[config.mk]
export PLATFORM = sky130hd
export DESIGN_NAME = dyn_delay_rr
export DESIGN_NICKNAME = d
export VERILOG_FILES = /design/src/rtl/dd_pkg.sv /design/src/rtl/dd_edge.sv /design/src/rtl/dd_dispatch.sv /design/src/rtl/dd_slot.sv /design/src/rtl/dd_merge.sv /design/src/rtl/dyn_delay_rr.sv
export SDC_FILE = /design/constraint.sdc
export NUM_CORES = 1
export LEC_CHECK = 0
export ABC_AREA = 0
export ABC_CLOCK_PERIOD_IN_PS = 2290
export BUFFER_PORTS_ARGS = -buffer_cell sky130_fd_sc_hd__clkbuf_2
export CORE_UTILIZATION = 43
export DETAILED_ROUTE_END_ITERATION = 10
export GPL_ROUTABILITY_DRIVEN = 0
export HOLD_SLACK_MARGIN = 0.15
export SYNTH_ARGS = -nofsm -noshare
export SYNTH_HDL_FRONTEND = slang
export SYNTH_SLANG_ARGS = --single-unit
[constraint.sdc]
create_clock -name clk -period 2.29 [get_ports clk]
set_clock_uncertainty 0.2 [all_clocks]
set_input_delay 0.1145 -clock clk [delete_from_list [all_inputs] [get_ports clk]]
set_output_delay 0.1145 -clock clk [all_outputs]
set_load 0.05 [all_outputs]
[src/rtl/dd_pkg.sv]
package dd_pkg;
    typedef enum logic [1:0] {
        SLOT_IDLE  = 2'd0,
        SLOT_COUNT = 2'd1,
        SLOT_READY = 2'd2
    } slot_state_e;
endpackage

[src/rtl/dd_edge.sv]
module dd_edge (
    input  logic clk,
    input  logic rst,
    input  logic din,
    output logic rise
);
    typedef struct packed {
        logic s0;
        logic s1;
    } edge_t;

    edge_t st_d, st_q;

    always_comb begin
        st_d    = st_q;
        st_d.s0 = din;
        st_d.s1 = st_q.s0;
    end

    always_ff @(posedge clk) begin
        if (rst) st_q <= '0;
        else     st_q <= st_d;
    end

    assign rise = st_q.s0 & ~st_q.s1;


    rise_single_chk: assert property (@(posedge clk) disable iff (rst)
        rise |=> !rise);
endmodule

[src/rtl/dd_dispatch.sv]
module dd_dispatch #(
    parameter int SLOTS = 8
) (
    input  logic             clk,
    input  logic             rst,
    input  logic             new_word,
    input  logic [SLOTS-1:0] busy,
    output logic [SLOTS-1:0] load,
    output logic             overflow
);
    localparam logic [SLOTS-1:0] FIRST_SEL = SLOTS'(1);

    typedef struct packed {
        logic [SLOTS-1:0] sel;
        logic             ovf;
    } disp_t;

    disp_t st_d, st_q;
    logic  hit_busy;

    always_comb begin
        st_d     = st_q;
        hit_busy = |(st_q.sel & busy);
        load     = new_word ? (st_q.sel & ~busy) : '0;
        if (new_word) begin
            st_d.sel = {st_q.sel[SLOTS-2:0], st_q.sel[SLOTS-1]};
            if (hit_busy) st_d.ovf = 1'b1;
        end
    end

    always_ff @(posedge clk) begin
        if (rst) begin
            st_q.sel <= FIRST_SEL;
            st_q.ovf <= 1'b0;
        end else begin
            st_q <= st_d;
        end
    end

    assign overflow = st_q.ovf;


    sel_onehot_chk: assert property (@(posedge clk) disable iff (rst)
        $onehot(st_q.sel));

    load_onehot_chk: assert property (@(posedge clk) disable iff (rst)
        $onehot0(load));

    no_overflow_clear_chk: assert property (@(posedge clk) disable iff (rst)
        overflow |=> overflow);

    busy_not_loaded_chk: assert property (@(posedge clk) disable iff (rst)
        (load & busy) == '0);
endmodule

[src/rtl/dd_slot.sv]
module dd_slot
    import dd_pkg::*;
#(
    parameter int DATA_W  = 24,
    parameter int DLY_LSB = 8,
    parameter int DLY_W   = 8
) (
    input  logic              clk,
    input  logic              rst,
    input  logic              load,
    input  logic [DATA_W-1:0] word_in,
    input  logic              lrise,
    input  logic              grant,
    output logic              busy,
    output logic              req,
    output logic [DATA_W-1:0] word_out
);
    localparam logic [DLY_W-1:0] ONE = DLY_W'(1);

    typedef struct packed {
        slot_state_e       state;
        logic [DLY_W-1:0]  cnt;
        logic [DLY_W-1:0]  tgt;
        logic [DATA_W-1:0] word;
    } slot_t;

    slot_t            st_d, st_q;
    logic [DLY_W-1:0] dly_field;
    logic [DLY_W-1:0] cnt_inc;

    always_comb begin
        st_d      = st_q;
        dly_field = word_in[DLY_LSB +: DLY_W];
        cnt_inc   = st_q.cnt + ONE;
        unique case (st_q.state)
            SLOT_IDLE: begin
                st_d.cnt = '0;
                if (load) begin
                    st_d.state = SLOT_COUNT;
                    st_d.word  = word_in;
                    st_d.tgt   = (dly_field == '0) ? ONE : dly_field;
                end
            end
            SLOT_COUNT: begin
                if (lrise) begin
                    st_d.cnt = cnt_inc;
                    if (cnt_inc == st_q.tgt) st_d.state = SLOT_READY;
                end
            end
            SLOT_READY: begin
                if (grant) begin
                    st_d.state = SLOT_IDLE;
                    st_d.cnt   = '0;
                end
            end
            default: st_d.state = SLOT_IDLE;
        endcase
    end

    always_ff @(posedge clk) begin
        if (rst) begin
            st_q.state <= SLOT_IDLE;
            st_q.cnt   <= '0;
            st_q.tgt   <= ONE;
            st_q.word  <= '0;
        end else begin
            st_q <= st_d;
        end
    end

    assign busy     = (st_q.state != SLOT_IDLE);
    assign req      = (st_q.state == SLOT_READY);
    assign word_out = st_q.word;


    ready_hold_chk: assert property (@(posedge clk) disable iff (rst)
        (req && !grant) |=> (req && $stable(word_out)));

    count_hold_chk: assert property (@(posedge clk) disable iff (rst)
        (st_q.state == SLOT_COUNT && !lrise) |=> $stable(st_q.cnt));

    busy_word_kept_chk: assert property (@(posedge clk) disable iff (rst)
        (busy && load) |=> $stable(word_out));

    grant_only_ready_chk: assert property (@(posedge clk) disable iff (rst)
        grant |-> req);
endmodule

[src/rtl/dd_merge.sv]
module dd_merge #(
    parameter int SLOTS  = 8,
    parameter int DATA_W = 24
) (
    input  logic                    clk,
    input  logic                    rst,
    input  logic [SLOTS-1:0]        req,
    input  logic [SLOTS*DATA_W-1:0] words,
    output logic [SLOTS-1:0]        grant,
    output logic [DATA_W-1:0]       out_data,
    output logic                    out_valid
);
    typedef struct packed {
        logic              valid;
        logic [DATA_W-1:0] data;
    } out_t;

    out_t              st_d, st_q;
    logic [SLOTS-1:0]  lowest;
    logic [DATA_W-1:0] masked [SLOTS];
    logic [DATA_W-1:0] merged;

    assign lowest = req & (~req + SLOTS'(1));
    assign grant  = lowest;

    for (genvar i = 0; i < SLOTS; i++) begin : g_mask
        assign masked[i] = grant[i] ? words[i*DATA_W +: DATA_W] : '0;
    end

    always_comb begin
        merged = '0;
        for (int i = 0; i < SLOTS; i++) merged = merged | masked[i];
        st_d       = st_q;
        st_d.valid = |grant;
        st_d.data  = merged;
    end

    always_ff @(posedge clk) begin
        if (rst) st_q <= '0;
        else     st_q <= st_d;
    end

    assign out_data  = st_q.data;
    assign out_valid = st_q.valid;


    grant_onehot_chk: assert property (@(posedge clk) disable iff (rst)
        $onehot0(grant));

    idle_zero_chk: assert property (@(posedge clk) disable iff (rst)
        !out_valid |-> (out_data == '0));

    req_served_chk: assert property (@(posedge clk) disable iff (rst)
        (|req) |=> out_valid);
endmodule

[src/rtl/dyn_delay_rr.sv]
module dyn_delay_rr #(
    parameter int DATA_W  = 24,
    parameter int SLOTS   = 8,
    parameter int DLY_LSB = 8,
    parameter int DLY_W   = 8
) (
    input  logic              clk,
    input  logic              rst,
    input  logic              word_flag,
    input  logic [DATA_W-1:0] word_data,
    input  logic              line_strobe,
    output logic [DATA_W-1:0] out_data,
    output logic              out_valid,
    output logic              overflow
);
    localparam int BUS_W = SLOTS * DATA_W;

    logic              new_word;
    logic              lrise;
    logic [SLOTS-1:0]  load;
    logic [SLOTS-1:0]  busy;
    logic [SLOTS-1:0]  req;
    logic [SLOTS-1:0]  grant;
    logic [BUS_W-1:0]  words;

    dd_edge u_word_edge (
        .clk  (clk),
        .rst  (rst),
        .din  (word_flag),
        .rise (new_word)
    );

    dd_edge u_line_edge (
        .clk  (clk),
        .rst  (rst),
        .din  (line_strobe),
        .rise (lrise)
    );

    dd_dispatch #(.SLOTS(SLOTS)) u_dispatch (
        .clk      (clk),
        .rst      (rst),
        .new_word (new_word),
        .busy     (busy),
        .load     (load),
        .overflow (overflow)
    );

    for (genvar i = 0; i < SLOTS; i++) begin : g_slot
        dd_slot #(
            .DATA_W  (DATA_W),
            .DLY_LSB (DLY_LSB),
            .DLY_W   (DLY_W)
        ) u_slot (
            .clk      (clk),
            .rst      (rst),
            .load     (load[i]),
            .word_in  (word_data),
            .lrise    (lrise),
            .grant    (grant[i]),
            .busy     (busy[i]),
            .req      (req[i]),
            .word_out (words[i*DATA_W +: DATA_W])
        );
    end

    dd_merge #(.SLOTS(SLOTS), .DATA_W(DATA_W)) u_merge (
        .clk       (clk),
        .rst       (rst),
        .req       (req),
        .words     (words),
        .grant     (grant),
        .out_data  (out_data),
        .out_valid (out_valid)
    );


    reset_quiet_chk: assert property (@(posedge clk)
        $past(rst) |-> (!out_valid && !overflow));
endmodule

Yosys cells after proc, flatten, opt, wreduce, memory -nomap -nowiden. Cells that the tools add are included.

Bits in registers: 374. Bits of input ports: 28. Output and inout port bits: 26. Logic and storage cells: 231.

Add/subtract/negate cells: 9. Eq/ne operators: 56. Muxes and demuxes: 58. Bitwise logic cells: 16. Reductions and logical operators: 52.

Operators with widths (number): $mux W24 (8); $pmux W8 S3 (8); $or A24 B24 Y24 (7); $mux W10 (16); $add A8 B1 Y8 const B (9); $eq A8 B8 Y1 (8); $pmux W2 S3 (8); $ne A2 B1 Y1 const B (17); $mux W2 (16); $reduce_and A4 Y1 (8); $ne A2 B2 Y1 const B (15); $and A8 B8 Y8 (3); $reduce_and A3 Y1 (8); $reduce_bool A3 Y1 (8); $reduce_and A2 Y1 (9); $eq A2 B1 Y1 const B (8); $eq A2 B2 Y1 const B (8); $logic_not A2 Y1 (8); $mux W8 (2); $not A8 Y8 (2); $reduce_bool A2 Y1 (8); $reduce_or A8 Y1 (2); $logic_not A8 Y1 (1); $and A1 B1 Y1 (2); $not A1 Y1 (2).

Longest topological paths before layout. Gate-level depths: netlist of the first run.

Depth in word-level cells: 12. Mapped depth: 10.

Cells and area by module. Synthesis of the first run repeated with hierarchy kept, for this count alone.

Cells, all modules: 2332. Area total of the unflattened synthesis: 18636.6 um^2.

By module, submodules not included: dd_slot (instances 8, cells each 258, area each 2013.2 um^2, sequential area each 840.8 um^2); dd_merge (instances 1, cells each 207, area each 2005.7 um^2, sequential area each 500.5 um^2); dd_dispatch (instances 1, cells each 51, area each 402.9 um^2, sequential area each 180.2 um^2); dd_edge (instances 2, cells each 5, area each 61.3 um^2, sequential area each 40.0 um^2).

Least setup slack after synthesis of the first run. OpenSTA, ideal clock, no wires.

Path type: flip-flop to flip-flop. Start point: reg g_slot[6].u_slot.st_q[32] (netlist name). End point: reg g_slot[6].u_slot.st_q[40] (netlist name). Library setup time: 0.120 ns. Arrival: 1.818 ns. Setup slack: 0.152 ns. Stages on the path, launching flop included: 7. Buffers on the path: 0. Cells stage by stage: dfxtp_1 ha_1 and3_1 nand3_1 xnor2_1 or4_1 o31a_1.

Cells in the longest elaborated chain, start to end: 4.

RTL lines: start: declaration (RTL line dd_slot.sv:27) `slot_t st_d, st_q;`; start signal: assignment (RTL line dd_slot.sv:67) `st_q <= st_d;`; $add A8 B1 Y8 (RTL line dd_slot.sv:34) `cnt_inc = st_q.cnt + ONE;`; $eq A8 B8 Y1 (RTL line dd_slot.sv:47) `if (cnt_inc == st_q.tgt) st_d.state = SLOT_READY;`; $ne A2 B1 Y1 (no source line); $reduce_and A4 Y1 (no source line).

No other way between the ends. A chain may end at the register's enable or synchronous reset.

Final worst setup path of the first run.
Start point: reg g_slot[1].u_slot.st_q[41] (netlist name). End point: reg u_merge.st_q (netlist bit u_merge.out_data[13]).

Cells in the longest elaborated chain, start to end: 12.

RTL lines: start: declaration (RTL line dd_slot.sv:27); start signal: assignment (RTL line dd_slot.sv:67); $eq A2 B2 Y1 (*) (RTL line dd_slot.sv:72) `assign req = (st_q.state == SLOT_READY);`; $not A8 Y8 (RTL line dd_merge.sv:23) `assign lowest = req & (~req + SLOTS'(1));`; $add A8 B1 Y8 (RTL line dd_merge.sv:23); $and A8 B8 Y8 (*) (RTL line dd_merge.sv:23); $mux W24 (RTL line dd_merge.sv:27) `assign masked[i] = grant[i] ? words[i*DATA_W +: DATA_W] : '0;`; $or A24 B24 Y24 (6 in series) (RTL line dd_merge.sv:32) `for (int i = 0; i < SLOTS; i++) merged = merged | masked[i];`; $or A24 B24 Y24 (*) (RTL line dd_merge.sv:32); end signal: assignment (RTL line dd_merge.sv:40) `else st_q <= st_d;`; end: declaration (RTL line dd_merge.sv:18) `out_t st_d, st_q;`.

Every way passes the cells marked *; elsewhere a longest branch is shown, timed or not.

==> impl_metrics.json, run 1 <==
{
  "core_sq_mm": 0.0378,
  "syn_nets": 2125,
  "path_clk_slew_ns": 0.06,
  "dr.pass1.iters": 6,
  "muxShareOfSynthArea_pct": 0.0603,
  "ys_seq_area_share_pct": 45.1,
  "slew-limit-headroom_pct": 41.1,
  "cpMaxStageDelayCell": "nor2b_2",
  "cellPowerDensity_mw_per_mm2": 731,
  "p_leak_nw": 6.78,
  "vias": 15289,
  "grt_pass1_wl_microns": 81400,
  "postCtsSetupBuffers": 0,
  "htreeDepth": 2,
  "dieArea_sq_mm": 0.0394,
  "postSynth.asyncResetShare_pct": 0,
  "crit_path_cell_trace": "nor2b_2 -> nor3b_2 -> buf_4 -> buf_4 -> a222oi_1 -> a21boi_0 -> a31oi_1",
  "cp-end-kind": "flop",
  "total_power_mw": 14.2,
  "period_needed_ns": 2.21,
  "ys.flop_type": "dfxtp_1",
  "design_area_sq_mm": 0.0194,
  "drc_errors": 0,
  "maxSlewViolCount": 0,
  "cp_max_fo": 15,
  "vias_per_cell": 5.73,
  "grt_max_degree": 86,
  "syn2layout_area_growth_pct": 16.8,
  "synthAdderAreaFrac_pct": 0.603,
  "synthSimpleGateAreaFrac_pct": 23.0,
  "ys_types": 79,
  "avgRoutedWirePerCell_microns": 19.4,
  "synth_top_cell_area_share_pct": 45.1,
  "ys_top_cells_by_area": "dfxtp_1 (45%), nand2_1 (12%), a21oi_1 (9.4%), clkbuf_1 (2.9%), xnor2_1 (2.0%)",
  "syn_inst": 2089,
  "hold_viol": 0,
  "grtUsageTotal_pct": 26.7,
  "cp.depth": 7,
  "clk_latency_ns": 0.58,
  "cts_tree": "yes",
  "yosysMostFrequentCell": "nand2_1",
  "fmax_ghz": 0.453,
  "start_kind": "flop",
  "critPathMaxStageDelay_ns": 0.34,
  "syn_area_sq_mm": 0.0166,
  "status": "finished, final reports clean",
  "rows": 71,
  "worstSetupPathType": "flop to flop",
  "crit_arrival_ns": 2.44,
  "cts_buffers": 41,
  "antenna_found_initial": 2,
  "cp.required_ns": 2.52,
  "clockBufferDepth": 3,
  "drive_above_1_share_pct": 11.2,
  "routed_wl_microns": 51800,
  "synth_edf_count": 0,
  "cts-root-buf": "clkbuf_16",
  "die_height_microns": 199,
  "synth_top_cells_by_count": "nand2_1 (532), dfxtp_1 (374), a21oi_1 (313)",
  "synth_area_leader_cell": "dfxtp_1",
  "hold_depth": 4,
  "setup_viol": 0,
  "synth_compound_area_share_pct": 22.1,
  "avgSynthCellArea_sq_um": 7.95,
  "cpMostUsedCell": "buf_4",
  "synth-seq-cells": 374,
  "timing.final.crit_share_pct": 96.4,
  "die_w_microns": 199,
  "placed_area_sq_mm": 0.0176,
  "critPathBufInv": 2,
  "dp_hpwl_microns": 33800,
  "port_buffers": 53,
  "top_level_ports": 54,
  "start_util_pct": 43.9,
  "r2r_cells": 7,
  "vdd_drop_max_uv": 594,
  "first_global_vias": 14379,
  "worst_slew_pin_slew_ns": 0.884,
  "hold_path.class": "input pin to flop",
  "drtAntennaViolNets": 0,
  "cp_top_family": "compound AO/OA/AOI/OAI gates",
  "num-fill-cells": 3656,
  "cap_viol_max_count": 0,
  "synth_top_family_by_area": "simple AND/OR/NAND/NOR gates",
  "gr-total-overflow": 0,
  "num-nets-final": 2158,
  "drt_iter0_markers": 1307,
  "cts_sinks": 374,
  "yosys_warnings": 0,
  "rsz0062_at_grt": "false",
  "synth-xor-area-share_pct": 4.01
}
-- final timing paths --
kind                                               startpoint                            end  slack (ns)
worst max-delay path                g_slot[1].u_slot.st_q[41]           u_merge.out_data[13]        0.08
worst min-delay path                             word_data[2]   g_slot[0].u_slot.word_out[2]        0.24
worst max register to register      g_slot[1].u_slot.st_q[41]           u_merge.out_data[13]        0.08
worst min register to register  g_slot[3].u_slot.word_out[21]  g_slot[3].u_slot.word_out[21]        0.25
-- metal layers --
metal  up-vias  routed length, microns  track usage (%)
li1       7345                       -                -
met1      7306                   22300             34.7
met2       524                   23900             43.5
met3       112                    3690             4.85
met4         2                    1910             11.2
met5         -                      13                0
-- final cells by class --
class	count	area, sq um	area share, %
clock inverter	16	234	1.21
multi-input combinational	1526	8330	42.9
timing repair buffer	167	1440	7.44
inverter	12	45.0	0.232
tap	511	639	3.30
sequential	374	7490	38.6
antenna	1	2.50	0.0129
clock buffer	60	1220	6.28
-- what timing repair did --
| item | 4_1_cts | 5_1_grt |
|---|---|---|
| resized for setup | 1 | 7 |
| hold endpoints to repair | 334 | 0 |
| gates cloned | 0 | 0 |
| hold buffers | 30 | 0 |
| pin swaps | 0 | 2 |
| setup endpoints to repair | 7 | 22 |
-- power breakdown --
part / leakage [nW] / internal [mW] / switching, mW
combinational: 3.05 / 0.155 / 0.345
sequential: 3.02 / 6.56 / 0.0359
clock: 0.718 / 4.28 / 2.80
total: 6.78 / 11.0 / 3.18
-- metrics by stage --
stage               utilization, %  setup WS [ns]  cells  hold slack, ns  TNS [ns]
CTS                           51.2         0.0576   2666           0.213         0
global placement              46.5        -0.0315   2560           0.141   -0.0315
finish                        51.3         0.0836   2667           0.239         0
global route                  51.3        0.00297   2667           0.246         0
floorplan                        -          0.152   2089          0.0427         0
detailed placement            46.5        -0.0266   2560           0.134   -0.0553
-- cell usage in the layout (no fill, tap or decap), types with 42 or more instances in the layout --
cell / netlist / layout
a21oi_1: 313 / 313
a31oi_1: 45 / 44
buf_4: 17 / 65
nor2_1: 78 / 77
dfxtp_1: 374 / 374
clkbuf_2: 1 / 52
nand2_1: 532 / 532
o21ai_0: 65 / 65
clkbuf_16: 0 / 42
-- kinds of logic (layout without fill, tap and decap cells) --
group / after synthesis / count (layout)
muxes: 1 / 1
AOI/OAI and AO/OA: 598 / 598
buffers and inverters: 189 / 255
adders and majority gates: 8 / 8
and+or+nand+nor: 843 / 843
other: 0 / 1
DFF: 374 / 374
xor gates and xnor gates: 76 / 76
-- registers in the layout, indices dropped and copies added (netlist names) --
register                count
g_slot.u_slot.st_q        144
u_dispatch.overflow         1
u_line_edge.st_d            1
u_merge.out_valid           1
u_line_edge.st_q            1
u_dispatch.st_q             8
u_word_edge.st_d            1
g_slot.u_slot.word_out    192
u_merge.out_data           24
u_word_edge.st_q            1
-- tightest hold or removal path, stage by stage --
cell and delay (ns):
dlygate4sd3_1 0.54, clkbuf_2 0.18, nand2_1 0.08, a21oi_1 0.05
No activity file was read; power rests on OpenSTA's default activity.
==> run 2, diff against run 1 <==
Settings changed: BUFFER_PORTS_ARGS -buffer_cell sky130_fd_sc_hd__clkbuf_2 to not set, DONT_BUFFER_PORTS set to 1, REMOVE_ABC_BUFFERS set to 1.
==> impl_metrics.json, run 2 (synthesized netlist as in run 1, its figures left out) <==
{
  "drtAntennaViolNets": 0,
  "crit_arrival_ns": 2.56,
  "violations": "hold timing",
  "cts_buffers": 43,
  "cts_sinks": 374,
  "antenna_found_initial": 1,
  "largest_reg_flops": 192,
  "routed_wl_microns": 51200,
  "dr.pass1.iters": 8,
  "start_kind": "flop",
  "drt_iter0_markers": 1235,
  "timing.final.crit_share_pct": 98.6,
  "dieArea_sq_mm": 0.0394,
  "cts_tree": "yes",
  "placed_area_sq_mm": 0.0172,
  "first_global_vias": 13971,
  "grtUsageTotal_pct": 26.0,
  "hold_path.class": "input pin to flop",
  "htreeDepth": 2,
  "rsz0062_at_grt": "true",
  "final_common_cell": "nand2_1",
  "fin_ws_ns": 0.0330,
  "cellPowerDensity_mw_per_mm2": 726,
  "top_level_ports": 54,
  "hold_viol": 326,
  "slew-limit-headroom_pct": 42.8,
  "cp_max_fo": 13,
  "design_area_sq_mm": 0.0193,
  "gr-total-overflow": 0,
  "rows": 71,
  "period_needed_ns": 2.26,
  "dp_hpwl_microns": 31200,
  "avgRoutedWirePerCell_microns": 19.5,
  "path_clk_slew_ns": 0.06,
  "num-nets-final": 2116,
  "port_buffers": 0,
  "whs_ns": -0.616,
  "vias_per_cell": 5.73,
  "cp.required_ns": 2.59,
  "drc_errors": 0,
  "grt_pass1_wl_microns": 79700,
  "die_w_microns": 199,
  "worstSetupPathType": "flop to flop",
  "die_height_microns": 199,
  "vias": 15047,
  "core_sq_mm": 0.0378,
  "clk_latency_ns": 0.60,
  "setup_viol": 0,
  "p_leak_nw": 6.61,
  "start_util_pct": 43.9,
  "fmax_ghz": 0.443,
  "status": "complete, but fails checks",
  "place_worst_setup_slack_ns": -0.236,
  "maxSlewViolCount": 0,
  "clockBufferDepth": 3,
  "drive_above_1_share_pct": 8.61,
  "worst_slew_pin_slew_ns": 0.857,
  "vdd_drop_max_uv": 572,
  "cp-end-kind": "flop",
  "mostFrequentLayoutCells": "nand2_1 (532), dfxtp_1 (372), a21oi_1 (313)",
  "cts-root-buf": "clkbuf_16",
  "syn2layout_area_growth_pct": 16.3,
  "cap_viol_max_count": 0,
  "grt_max_degree": 350
}
run 2: power by group:
group | switching [mW] | internal (mW)
Combinational | 0.230 | 0.133
Sequential | 0.0409 | 6.56
Clock | 2.93 | 4.12
run 2: critical path, stage by stage (launching register included):
cell and delay, ns:
dfxtp_1 0.33, and2b_4 0.21, buf_4 0.16, nor4_4 0.28, buf_6 0.20, and4_4 0.29, buf_12 0.18, a22oi_1 0.10
a31oi_1 0.20
run 2: timing repair:
item,CTS,global route
gates resized for setup,10,18
gates cloned,1,0
endpoints found under the hold margin,374,341
setup buffers,0,0
endpoints found under the setup margin,27,57
hold buffers,50,4
pin swaps,1,2
run 2: path summary, 6_finish.rpt:
kind / start / endpoint / slack [ns] / cells past startpoint
max: g_slot[2].u_slot.st_q[40] / u_merge.out_data[2] / 0.03 / 8
min reg2reg: g_slot[4].u_slot.word_out[5] / g_slot[4].u_slot.word_out[5] / 0.25 / 2
max reg2reg: g_slot[2].u_slot.st_q[40] / u_merge.out_data[2] / 0.03 / 8
min: rst / u_merge.out_data[5] / -0.62 / 1
run 2: layout make-up:
type	instances	area [sq um]
well taps	511	639
clock buffers	62	1270
clock inverters	16	205
multi-input cells	1527	8390
fillers	3662	18500
inverters	12	45.0
flip-flops and latches	374	7490
diodes	2	5.00
repair buffers	122	1260
run 2: per-layer routing:
layer	vias up	global-route usage (%)	share of wire [%]
li1	7279	-	-
met1	7178	35.4	45
met2	496	40.8	45
met3	94	4.75	7.0
met4	0	9.37	2.9
met5	-	0	0
run 2: metrics by stage:
stage | instances | hold WS [ns] | utilization (%) | TNS, ns | total power [mW]
finish | 2626 | -0.616 | 51.0 | 0 | 14.0
global route | 2624 | -0.646 | 51.0 | -0.0115 | 14.4
CTS | 2620 | -0.607 | 50.7 | 0 | 14.1
detailed placement | 2491 | 0.0217 | 45.3 | -3.96 | 6.98
global placement | 2491 | 0.0123 | 45.3 | -2.90 | 6.97
floorplan | 1912 | -0.0164 | - | -71.93 | 6.87
